===== src/rtl/rtc_pkg.sv =====
package rtc_pkg;
  localparam int SEC_W     = 8;
  localparam int UNITS_W   = 4;
  localparam int TENS_W    = 3;
  localparam int UNITS_MAX = 9;
  localparam int TENS_MAX  = 5;
  localparam int FLAG_BIT  = 7;
  localparam logic [SEC_W-1:0] SEC_RESET = 8'h80;
endpackage


===== src/rtl/rtc_prescaler.sv =====
module rtc_prescaler #(
  parameter int DIV = 32768
) (
  input  logic clk_i,
  input  logic rst_i,
  input  logic stop_i,
  input  logic clr_i,
  output logic tick_o
);
  localparam int CW = (DIV > 1) ? $clog2(DIV) : 1;
  localparam logic [CW-1:0] LAST = CW'(DIV - 1);

  logic [CW-1:0] cnt_q;

  // stop clears the whole chain without waiting for a clock edge
  always_ff @(posedge clk_i or posedge stop_i) begin
    if (stop_i) begin
      cnt_q  <= '0;
      tick_o <= 1'b0;
    end else if (rst_i || clr_i) begin
      cnt_q  <= '0;
      tick_o <= 1'b0;
    end else if (cnt_q == LAST) begin
      cnt_q  <= '0;
      tick_o <= 1'b1;
    end else begin
      cnt_q  <= cnt_q + 1'b1;
      tick_o <= 1'b0;
    end
  end
endmodule


===== src/rtl/rtc_bcd_digit.sv =====
module rtc_bcd_digit #(
  parameter int W   = 4,
  parameter int MAX = 9
) (
  input  logic         clk_i,
  input  logic         rst_i,
  input  logic         load_i,
  input  logic [W-1:0] load_val_i,
  input  logic         inc_i,
  output logic [W-1:0] q_o,
  output logic         at_max_o
);
  localparam logic [W-1:0] TOP = W'(MAX);

  assign at_max_o = (q_o >= TOP);

  always_ff @(posedge clk_i) begin
    if (rst_i)       q_o <= '0;
    else if (load_i) q_o <= load_val_i;
    else if (inc_i)  q_o <= at_max_o ? '0 : q_o + 1'b1;
  end
endmodule


===== src/rtl/rtc_clkout_gate.sv =====
module rtc_clkout_gate (
  input  logic clk_i,
  input  logic rst_i,
  input  logic en_i,
  output logic clk_o
);
  logic en_q;

  // enable changes only while the clock is low, so the gated output has no runt pulses
  always_ff @(negedge clk_i) begin
    if (rst_i) en_q <= 1'b0;
    else       en_q <= en_i;
  end

  assign clk_o = clk_i & en_q;
endmodule


===== src/rtl/rtc_sec_core.sv =====
module rtc_sec_core
  import rtc_pkg::*;
#(
  parameter int DIV = 32768
) (
  input  logic             clk_i,
  input  logic             rst_i,
  input  logic             stop_i,
  input  logic             brownout_i,
  input  logic             sec_wr_i,
  input  logic [SEC_W-1:0] sec_wdata_i,
  input  logic             clkout_en_i,
  output logic [SEC_W-1:0] sec_o,
  output logic             min_carry_o,
  output logic             clkout_o
);
  logic               tick;
  logic [UNITS_W-1:0] units_q;
  logic [TENS_W-1:0]  tens_q;
  logic               units_top, tens_top;
  logic               flag_q, carry_q;
  logic               adv;

  assign adv = tick & ~sec_wr_i;

  rtc_prescaler #(.DIV(DIV)) u_pre (
    .clk_i (clk_i),
    .rst_i (rst_i),
    .stop_i(stop_i),
    .clr_i (sec_wr_i),
    .tick_o(tick)
  );

  rtc_bcd_digit #(.W(UNITS_W), .MAX(UNITS_MAX)) u_units (
    .clk_i     (clk_i),
    .rst_i     (rst_i),
    .load_i    (sec_wr_i),
    .load_val_i(sec_wdata_i[UNITS_W-1:0]),
    .inc_i     (adv),
    .q_o       (units_q),
    .at_max_o  (units_top)
  );

  rtc_bcd_digit #(.W(TENS_W), .MAX(TENS_MAX)) u_tens (
    .clk_i     (clk_i),
    .rst_i     (rst_i),
    .load_i    (sec_wr_i),
    .load_val_i(sec_wdata_i[UNITS_W +: TENS_W]),
    .inc_i     (adv & units_top),
    .q_o       (tens_q),
    .at_max_o  (tens_top)
  );

  rtc_clkout_gate u_cko (
    .clk_i(clk_i),
    .rst_i(rst_i),
    .en_i (clkout_en_i),
    .clk_o(clkout_o)
  );

  always_ff @(posedge clk_i) begin
    if (rst_i) begin
      flag_q  <= SEC_RESET[FLAG_BIT];
      carry_q <= 1'b0;
    end else begin
      if (brownout_i)    flag_q <= 1'b1;
      else if (sec_wr_i) flag_q <= sec_wdata_i[FLAG_BIT];
      carry_q <= adv & units_top & tens_top;
    end
  end

  assign sec_o       = {flag_q, tens_q, units_q};
  assign min_carry_o = carry_q;
endmodule


===== config.mk =====
export PLATFORM = sky130hd
export DESIGN_NAME = rtc_sec_core
export DESIGN_NICKNAME = d
export VERILOG_FILES = /design/src/rtl/rtc_pkg.sv /design/src/rtl/rtc_prescaler.sv /design/src/rtl/rtc_bcd_digit.sv /design/src/rtl/rtc_clkout_gate.sv /design/src/rtl/rtc_sec_core.sv
export SDC_FILE = /design/constraint.sdc
export NUM_CORES = 1
export LEC_CHECK = 0
export ABC_AREA = 0
export BUFFER_PORTS_ARGS = -buffer_cell sky130_fd_sc_hd__buf_2
export CAP_MARGIN = 20
export CORE_MARGIN = 2
export CORE_UTILIZATION = 45
export CTS_BUF_LIST = sky130_fd_sc_hd__clkbuf_16
export DETAILED_ROUTE_END_ITERATION = 16
export GPL_ROUTABILITY_DRIVEN = 1
export PLACE_DENSITY = 0.66
export SLEW_MARGIN = 25
export SYNTH_ARGS = -nofsm -noshare
export SYNTH_HDL_FRONTEND = slang
export SYNTH_SLANG_ARGS = --single-unit

===== constraint.sdc =====
create_clock -name clk_i -period 3.15 [get_ports clk_i]
set_clock_uncertainty 0.15 [all_clocks]
set_input_delay 0.1575 -clock clk_i [delete_from_list [all_inputs] [get_ports clk_i]]
set_output_delay 0.1575 -clock clk_i [all_outputs]
set_load 0.005 [all_outputs]

==> impl_metrics.tcl, run 1 <==
set metrics [dict create \
    slew_headroom_pct 59.3 \
    drive_gt1_share_pct 22.0 \
    cp_cell_sequence "and2_1, buf_2" \
    path_max_fanout 1 \
    die_h_um 59.6 \
    ir_worst_vdd_v 0.000290 \
    path_class "flip-flop to output port" \
    synthArstFlopShare_pct 61.5 \
    synth-main-ff-cell "dfrtp_1" \
    hold_class "input port to flip-flop" \
    synth_nets 161 \
    die_area_mm2 0.00356 \
    vias 1113 \
    layout_commonest_cell "buf_2" \
    postCtsSetupBuffers 0 \
    drt_wl_total_um 2720 \
    drc 0 \
    synthDistinctLibCells 40 \
    cp_slowest_cell "dfxtp_1" \
    cts_resized 0 \
    die_w_um 59.6 \
    grt_pass1_wl_um 4660 \
    outcome "finished, final reports clean" \
    antenna_left 0 \
    muxShareOfSynthArea_pct 0.719 \
    grt_overflow 0 \
    via_per_inst 5.30 \
    powerDensity_mw_per_mm2 509 \
    area_growth_pct 27.6 \
    layout_common_cells "buf_2 (23), nor2_1 (17), dfrtp_1 (16)" \
    syn_inst 141 \
    end_kind "output port" \
    cp.required_ps 2840 \
    arrival_ps 2560 \
    n_fill_cell 263 \
    cp_slowest_stage_delay_ps 280 \
    gp_congestion 0.846 \
    portBuffers 23 \
    yosys.area_share.adder_pct 5.39 \
    synth-seq-cells 26 \
    synth_compound_area_share_pct 12.1 \
    slew_viol_final 0 \
    synth-simple-area-share_pct 24.2 \
    drtPass1Iterations 4 \
    avgSynthCellArea_um2 9.88 \
    dp_hpwl_um 1840 \
    synth_area_mm2 0.00139 \
    finalNonFillerCells 210 \
    cts_tree "done" \
    grt_max_degree 19 \
    synth-edff-count 0 \
    grt_pass1_vias 1165 \
    power_uw 905 \
    p_leak_nw 0.806 \
    wire_per_inst_um 13.0 \
    critPathLaunchType "flip-flop" \
    final-setup-viol-count 0 \
    place_inst 190 \
    maxCapViolations 0 \
    std_cell_rows 20 \
    rsz0062_at_grt "false" \
    worst_pin_slew_ps 611 \
    core_area_mm2 0.00300 \
    boundaryPins 24 \
    seqCellArea_um2 601 \
    finalHoldViolations 0 \
    ys_warn_count 0 \
    drt_iter0_markers 54 \
    synth-xor-area-share_pct 6.92 \
    antenna_cells 0 \
    timing.setup.tns_ps 0 \
    ctsHoldBuffers 13 \
    grt_use_total_pct 18.0 \
    multiInputGateArea_um2 687 \
    final_nets 198 \
    clock_latency_ps 370 \
    seq_area_frac_synth_pct 43.1 \
    synth_top_family_by_area "simple AND/OR/NAND/NOR gates" \
    clk_pin_slew_worst_paths_ps 60 \
    start_util_pct 46.4 \
    antenna_found_initial 0 \
    hold_ws_ps 3.67 \
]
[flip-flops by register name, summed over array words and instances (netlist names)]
register      cells
u_pre.cnt_q      15
u_units.q_o       4
u_tens.q_o        3
flag_q            1
min_carry_o       1
u_cko.en_q        1
u_pre.tick_o      1
[layout make-up]
cell class,instances,share of cell area [%]
clock buffer,7,8.73
clock inverter,2,0.423
inverter,12,2.54
multi-input combinational,95,38.7
sequential,26,33.8
tap,33,2.32
timing repair buffer,35,13.5
[worst max-delay path, delay by kind of cell (launching register included)]
kind	cells	cell delay, ps
buffers and inverters	1	120
and+or+nand+nor	1	120
DFF	1	280
[path summary, 6_finish.rpt]
path | from | cells past startpoint | slack (ps) | endpoint
min in group asynchronous | stop_i | 3 | 250 | u_pre.tick_o$_DFF_PP0_
worst max register to register | u_units.q_o[0]$_SDFFE_PP0P_ | 7 | 710 | u_tens.q_o[0]$_SDFFE_PP0P_
worst min register to register | u_pre.cnt_q[0]$_DFF_PP0_ | 1 | 310 | u_pre.cnt_q[0]$_DFF_PP0_
worst max-delay path | u_cko.en_q$_SDFF_NP0_ | 2 | 280 | clkout_o
worst min-delay path | rst_i | 2 | 4 | u_pre.tick_o$_DFF_PP0_
max in group asynchronous | stop_i | 3 | 2200 | u_pre.cnt_q[10]$_DFF_PP0_
[logic make-up (layout without fill, tap and decap cells)]
group / count (synthesis) / after routing
simple gates: 57 / 57
flops: 26 / 26
compound gates: 20 / 20
buf+inv: 20 / 56
xor+xnor: 11 / 11
fa+ha+maj: 6 / 6
mux: 1 / 1
[where the power goes]
group	leakage, nW	internal (mW)	switching, mW
sequential	0.305	0.341	0.0107
clock	0.0926	0.337	0.142
combinational	0.408	0.0393	0.0357
total	0.806	0.717	0.188
[cells in the mapped netlist, types with 2 or more instances]
master	number	share of area, %
nor4_1	2	0.90
inv_1	13	3.5
a21oi_1	7	2.5
nand3_1	6	2.2
nor3_1	3	1.1
nand3_4	2	2.5
or3_1	2	0.90
nand4_1	4	1.8
ha_1	6	5.4
dfrtp_1	16	29
a221oi_1	2	1.3
nand2_1	7	1.9
a221oi_2	3	3.2
and3_1	2	0.90
xor2_1	9	5.7
nor2_1	17	4.6
buf_6	2	1.6
dfxtp_1	10	14
and2_1	2	0.90
and4_1	2	1.3
o31a_1	2	1.3
xnor2_1	2	1.3
clkbuf_1	2	0.54
nor2b_1	2	0.90
[metal layers]
layer	part of all wire [%]	routed length [um]	GRT usage [%]
met1	44	1210	19.7
met3	3.8	103	5.90
met2	50	1370	30.5
met4	1.6	44	9.84
met5	0	0	0
[metrics by stage]
stage	cell area (um^2)	setup WS, ps	util [%]
after detailed placement	1490	766	49.7
after floorplan	1390	771	-
after global routing	1780	251	59.2
final	1780	281	59.2
after global placement	1490	769	49.7
after CTS	1780	271	59.2
Note: power is estimated with default switching activity, not from simulation.
==> run 2, diff against run 1 <==
--- a/config.mk
+++ b/config.mk
@@ -9,11 +9,11 @@
 export BUFFER_PORTS_ARGS = -buffer_cell sky130_fd_sc_hd__buf_2
 export CAP_MARGIN = 20
 export CORE_MARGIN = 2
-export CORE_UTILIZATION = 45
+export CORE_UTILIZATION = 50
 export CTS_BUF_LIST = sky130_fd_sc_hd__clkbuf_16
 export DETAILED_ROUTE_END_ITERATION = 16
 export GPL_ROUTABILITY_DRIVEN = 1
-export PLACE_DENSITY = 0.66
+export PLACE_DENSITY = 0.72
 export SLEW_MARGIN = 25
 export SYNTH_ARGS = -nofsm -noshare
 export SYNTH_HDL_FRONTEND = slang
==> run 2 against run 1 <==
  * Count of clock-buffer cells in the layout rose by 1
  * Utilization rose by 7.5 points
  * Combinational power rose by 2%
  * Via count up 2.6%
  * Power up 6.3%
  * Die area fell by 9.3%
  * Largest power group unchanged
  * First-iteration DRC count grew 31%
  * Non-clock buffer count up 1
  * Sequential power is essentially flat
==> impl_metrics.tcl, run 2 (synthesized netlist as in run 1, its figures left out) <==
set metrics [dict create \
    cp_cell_sequence "and2_1, buf_2" \
    layout_common_cells "buf_2 (23), nor2_1 (17), dfrtp_1 (16)" \
    largest_register_ffs 15 \
    portBuffers 23 \
    worst_pin_slew_ps 603 \
    drive_gt1_share_pct 22.5 \
    via_per_inst 5.46 \
    path_buf_inv 1 \
    grt_use_total_pct 21.2 \
    r2r_setup_slack_ps 670 \
    slew_headroom_pct 59.7 \
    ir_worst_vdd_v 0.000370 \
    drt_iter0_markers 71 \
    path_max_fanout 1 \
    end_kind "output port" \
    dp_hpwl_um 1850 \
    outcome "finished, final reports clean" \
    grt_use_met1_pct 24.0 \
    die_w_um 56.8 \
    maxCapViolations 0 \
    boundaryPins 24 \
    timing.setup.tns_ps 0 \
    arrival_ps 2570 \
    p_leak_nw 0.817 \
    cp_slowest_cell "dfxtp_1" \
    die_h_um 56.8 \
    use_met2_pct 36.5 \
    hold_ws_ps 79.3 \
    area_growth_pct 29.6 \
    rsz0062_at_grt "false" \
    placed_cell_area_mm2 0.00149 \
    core_area_mm2 0.00271 \
    reg_top3 "u_pre.cnt_q x15, u_units.q_o x4, u_tens.q_o x3" \
    grt_pass1_vias 1202 \
    clk_pin_slew_worst_paths_ps 70 \
    critical_path.top_delay_family "flip-flops" \
    path_class "flip-flop to output port" \
    slew_viol_final 0 \
    grt_busiest_layer "met2" \
    antenna_cells 0 \
    critPathLaunchType "flip-flop" \
    largest-register "u_pre.cnt_q" \
    antenna_found_initial 0 \
    drc 0 \
    grt_overflow 0 \
    setup_slack_ps 271 \
    pre_cts_ws_ps 760 \
    power_uw 962 \
    drt_wl_total_um 2940 \
    die_area_mm2 0.00322 \
    postCtsSetupBuffers 0 \
    antenna_left 0 \
    worst_r2r_endpoint "u_tens.q_o[1]$_SDFFE_PP0P_" \
    cp_slowest_stage_delay_ps 280 \
    clock_latency_ps 380 \
    finalHoldViolations 0 \
    grt_pass1_wl_um 5200 \
    hold_class "input port to flip-flop" \
    std_cell_rows 19 \
    reg2reg_from "u_units.q_o[0]$_SDFFE_PP0P_" \
    grtUsageMet3_pct 5.76 \
    cts_resized 0 \
    ctsHoldBuffers 14 \
    cp-endpoint "clkout_o" \
    grt_max_degree 19 \
    layout_commonest_cell "buf_2" \
    worstSetupPathDepth 2 \
    gp_congestion 0.787 \
    final-setup-viol-count 0 \
    cts_tree "done" \
    cp.required_ps 2840 \
    powerDensity_mw_per_mm2 533 \
    final_cell_area_mm2 0.00181 \
    final_nets 199 \
    r2r_cells 7 \
    wire_per_inst_um 14.1 \
    start_util_pct 51.4 \
    critPathLaunch "u_cko.en_q$_SDFF_NP0_" \
    vias 1142 \
    drtPass1Iterations 4 \
]
run 2: cell count changes in the layout (fill, tap and decap cells not counted), sizes merged:
cell         before  now
clkbuf            6    7
inv              14   13
dlygate4sd3      13   14
run 2: where the power goes:
group	switching, mW	leakage (nW)	internal (mW)
Sequential	0.0108	0.305	0.341
Clock	0.146	0.0996	0.388
Combinational	0.0366	0.412	0.0401
Total	0.193	0.817	0.769
run 2: worst reg2reg max path, delay by kind of cell (launching register included):
kind            cells  cell delay [ps]
simple gates        3              750
fa+ha+maj           1              210
buf+inv             2              660
flops               1              440
compound gates      1              220
run 2: worst min path at each step:
stage,endpoint,cells after the start,from,slack (ps)
floorplan,u_pre.cnt_q[0]$_DFF_PP0_,1,stop_i,-80
global placement,u_pre.cnt_q[7]$_DFF_PP0_,2,stop_i,100
detailed placement,u_pre.cnt_q[7]$_DFF_PP0_,2,stop_i,100
CTS,u_pre.tick_o$_DFF_PP0_,2,sec_wr_i,60
global route,u_pre.tick_o$_DFF_PP0_,2,sec_wr_i,110
finish,u_pre.tick_o$_DFF_PP0_,2,sec_wr_i,80
run 2: stage by stage:
stage | cells | utilization [%]
6_report | 209 | 66.6
3_3_place_gp | 188 | 55.0
3_5_place_dp | 188 | 55.0
5_1_grt | 209 | 66.6
2_1_floorplan | 141 | -
4_1_cts | 209 | 66.6
run 2: per-layer routing:
metal / vias up / wire [um]
met2: 29 / 1510
met1: 547 / 1260
met3: 5 / 123
li1: 561 / -
met4: 0 / 47
met5: - / 0
run 2: cell type report:
type | count | area (um^2)
clock inverters | 1 | 3.75
inverters | 12 | 45.0
flip-flops and latches | 26 | 601
multi-input cells | 95 | 687
well taps | 31 | 38.8
fillers | 221 | 905
clock buffers | 8 | 180
repair buffers | 36 | 250
==> run 3, diff against run 2 <==
--- a/config.mk
+++ b/config.mk
@@ -5,15 +5,18 @@
 export SDC_FILE = /design/constraint.sdc
 export NUM_CORES = 1
 export LEC_CHECK = 0
-export ABC_AREA = 0
+export ABC_AREA = 1
 export BUFFER_PORTS_ARGS = -buffer_cell sky130_fd_sc_hd__buf_2
 export CAP_MARGIN = 20
+export CELL_PAD_IN_SITES_DETAIL_PLACEMENT = 0
+export CELL_PAD_IN_SITES_GLOBAL_PLACEMENT = 1
 export CORE_MARGIN = 2
-export CORE_UTILIZATION = 50
+export CORE_UTILIZATION = 43
 export CTS_BUF_LIST = sky130_fd_sc_hd__clkbuf_16
 export DETAILED_ROUTE_END_ITERATION = 16
 export GPL_ROUTABILITY_DRIVEN = 1
-export PLACE_DENSITY = 0.72
+export PLACE_DENSITY_LB_ADDON = 0.1
+export REMOVE_ABC_BUFFERS = 1
 export SLEW_MARGIN = 25
 export SYNTH_ARGS = -nofsm -noshare
 export SYNTH_HDL_FRONTEND = slang
==> run 3 against run 2 <==
  * Die area grew 18%
  * Hold slack gained 16 ps
  * Critical path depth grew 1
  * First-iteration DRC count shrank 17%
  * Synthesized cell count grew 34%
  * Cell count grew 30%
  * Global-route usage shrank 2.2 points
  * Wire length grew 1.8%
==> impl_metrics.tcl, run 3 <==
set metrics [dict create \
    cts_resized 0 \
    boundaryPins 24 \
    avgSynthCellArea_um2 7.55 \
    die_w_um 61.6 \
    largest-register "u_pre.cnt_q" \
    grt_max_degree 17 \
    muxShareOfSynthArea_pct 0 \
    grt_pass1_wl_um 5200 \
    antenna_found_initial 0 \
    synth-xor-area-share_pct 4.91 \
    yosys.area.top_type "dfrtp_1" \
    postCtsSetupBuffers 0 \
    drt_iter0_markers 59 \
    path_class "flip-flop to output port" \
    grt_use_total_pct 19.0 \
    timing.setup.tns_ps 0 \
    p_leak_nw 0.903 \
    path_buf_inv 2 \
    cp_slowest_stage_delay_ps 290 \
    portBuffers 23 \
    hold_ws_ps 95.3 \
    finalHoldViolations 0 \
    slew_headroom_pct 58.6 \
    antenna_cells 0 \
    clk_pin_slew_worst_paths_ps 60 \
    synthArstFlopShare_pct 61.5 \
    synth_top_area_share_pct 28.0 \
    final-setup-viol-count 0 \
    core_area_mm2 0.00310 \
    layout_commonest_cell "nand2_1" \
    place_inst 254 \
    powerDensity_mw_per_mm2 491 \
    cp_slowest_cell "dfxtp_1" \
    synthDistinctLibCells 23 \
    critPathLaunchType "flip-flop" \
    gp_congestion 0.790 \
    largest_register_ffs 15 \
    end_kind "output port" \
    rsz0062_at_grt "false" \
    ir_worst_vdd_v 0.000481 \
    cts_tree "done" \
    maxCapViolations 0 \
    synth-edff-count 0 \
    die_h_um 61.6 \
    dp_hpwl_um 2170 \
    n_fill_cell 309 \
    drc 0 \
    synth-seq-cells 26 \
    synth_compound_area_share_pct 4.82 \
    vias 1325 \
    drtPass1Iterations 4 \
    worst_pin_slew_ps 620 \
    synth_area_mm2 0.00143 \
    critical_path.top_delay_family "flip-flops" \
    synth_area_leaders "dfrtp_1 (28%), dfxtp_1 (14%), nand2_1 (12%), nor2_1 (9.2%), inv_1 (6.3%)" \
    start_util_pct 46.0 \
    std_cell_rows 20 \
    synth_top_family_by_area "simple AND/OR/NAND/NOR gates" \
    antenna_left 0 \
    setup_slack_ps 309 \
    synth_common_cells "nand2_1 (47), nor2_1 (35), inv_1 (24)" \
    path_max_fanout 1 \
    grt_pass1_vias 1254 \
    outcome "finished, final reports clean" \
    syn_inst 189 \
    ys_warn_count 0 \
    cp.required_ps 2840 \
    clock_latency_ps 370 \
    drive_gt1_share_pct 16.7 \
    die_area_mm2 0.00380 \
    drt_wl_total_um 3000 \
    synth-main-ff-cell "dfrtp_1" \
    arrival_ps 2530 \
    yosys.area_share.adder_pct 5.26 \
    yosys.cell_count.top_type "nand2_1" \
    via_per_inst 4.87 \
    synth-simple-area-share_pct 35.3 \
    layout_common_cells "nand2_1 (47), nor2_1 (35), inv_1 (25)" \
    seq_area_frac_synth_pct 42.1 \
    wire_per_inst_um 11.0 \
    finalNonFillerCells 272 \
    pre_cts_ws_ps 804 \
    slew_viol_final 0 \
    final_nets 249 \
    hold_class "input port to flip-flop" \
    reg_top3 "u_pre.cnt_q x15, u_units.q_o x4, u_tens.q_o x3" \
    area_growth_pct 29.4 \
    cp_cell_sequence "nand2_1, inv_1, buf_2" \
    grt_overflow 0 \
]
run 3: stage by stage:
step	power [mW]	instance area, um^2	utilization (%)
after floorplan	0.403	1410	-
after global placement	0.430	1580	51.0
after detailed placement	0.434	1580	51.0
after CTS	0.919	1850	59.5
after global routing	0.952	1850	59.5
final	0.906	1850	59.5
run 3: final timing paths:
check                                       startpoint  depth (start not counted)                     endpoint  slack (ps)
max                              u_cko.en_q$_SDFF_NP0_                          3                     clkout_o         310
min                                           sec_wr_i                          5   u_tens.q_o[0]$_SDFFE_PP0P_         100
max reg2reg                u_units.q_o[1]$_SDFFE_PP0P_                          8  u_units.q_o[0]$_SDFFE_PP0P_        1110
min reg2reg                   u_pre.cnt_q[0]$_DFF_PP0_                          1     u_pre.cnt_q[0]$_DFF_PP0_         330
max in group asynchronous                       stop_i                          3    u_pre.cnt_q[10]$_DFF_PP0_        2180
min in group asynchronous                       stop_i                          3     u_pre.cnt_q[2]$_DFF_PP0_         270
run 3: worst reg2reg max path, stage by stage (launching register included):
cell	delay, ps
dfxtp_1	430
inv_1	90
ha_1	180
inv_1	50
nand3b_1	70
nand2_1	150
nand4_1	130
a21oi_1	170
dlygate4sd3_1	570
run 3: power breakdown:
part	total, mW	switching, mW	internal (mW)
clock network	0.480	0.144	0.337
logic	0.0762	0.0413	0.0349
registers	0.350	0.00917	0.341
run 3: routing by layer:
layer | part of all wire, % | up-vias | global-route usage (%)
li1 | - | 678 | -
met1 | 49 | 620 | 24.4
met2 | 46 | 21 | 28.9
met3 | 3.0 | 6 | 4.62
met4 | 2.2 | 0 | 10.9
met5 | 0 | - | 0
run 3: cell families (layout without fill, tap and decap cells):
logic type | after synthesis | after routing
buffers and inverters | 27 | 66
and+or+nand+nor | 111 | 111
AOI/OAI and AO/OA | 11 | 11
adders and majority gates | 6 | 6
DFF | 26 | 26
xor gates and xnor gates | 8 | 8
run 3: what timing repair did:
item,CTS,global route
endpoints found under the setup margin,0,0
hold endpoints to repair,24,0
hold buffers,11,0
run 3: cell type report:
type / count / area [um^2] / area share [%]
clock buffer: 7 / 155 / 8.40
clock inverter: 3 / 11.3 / 0.610
inverter: 23 / 86.3 / 4.67
multi-input combinational: 136 / 718 / 38.9
sequential: 26 / 601 / 32.5
tap: 44 / 55.1 / 2.98
timing repair buffer: 33 / 220 / 11.9
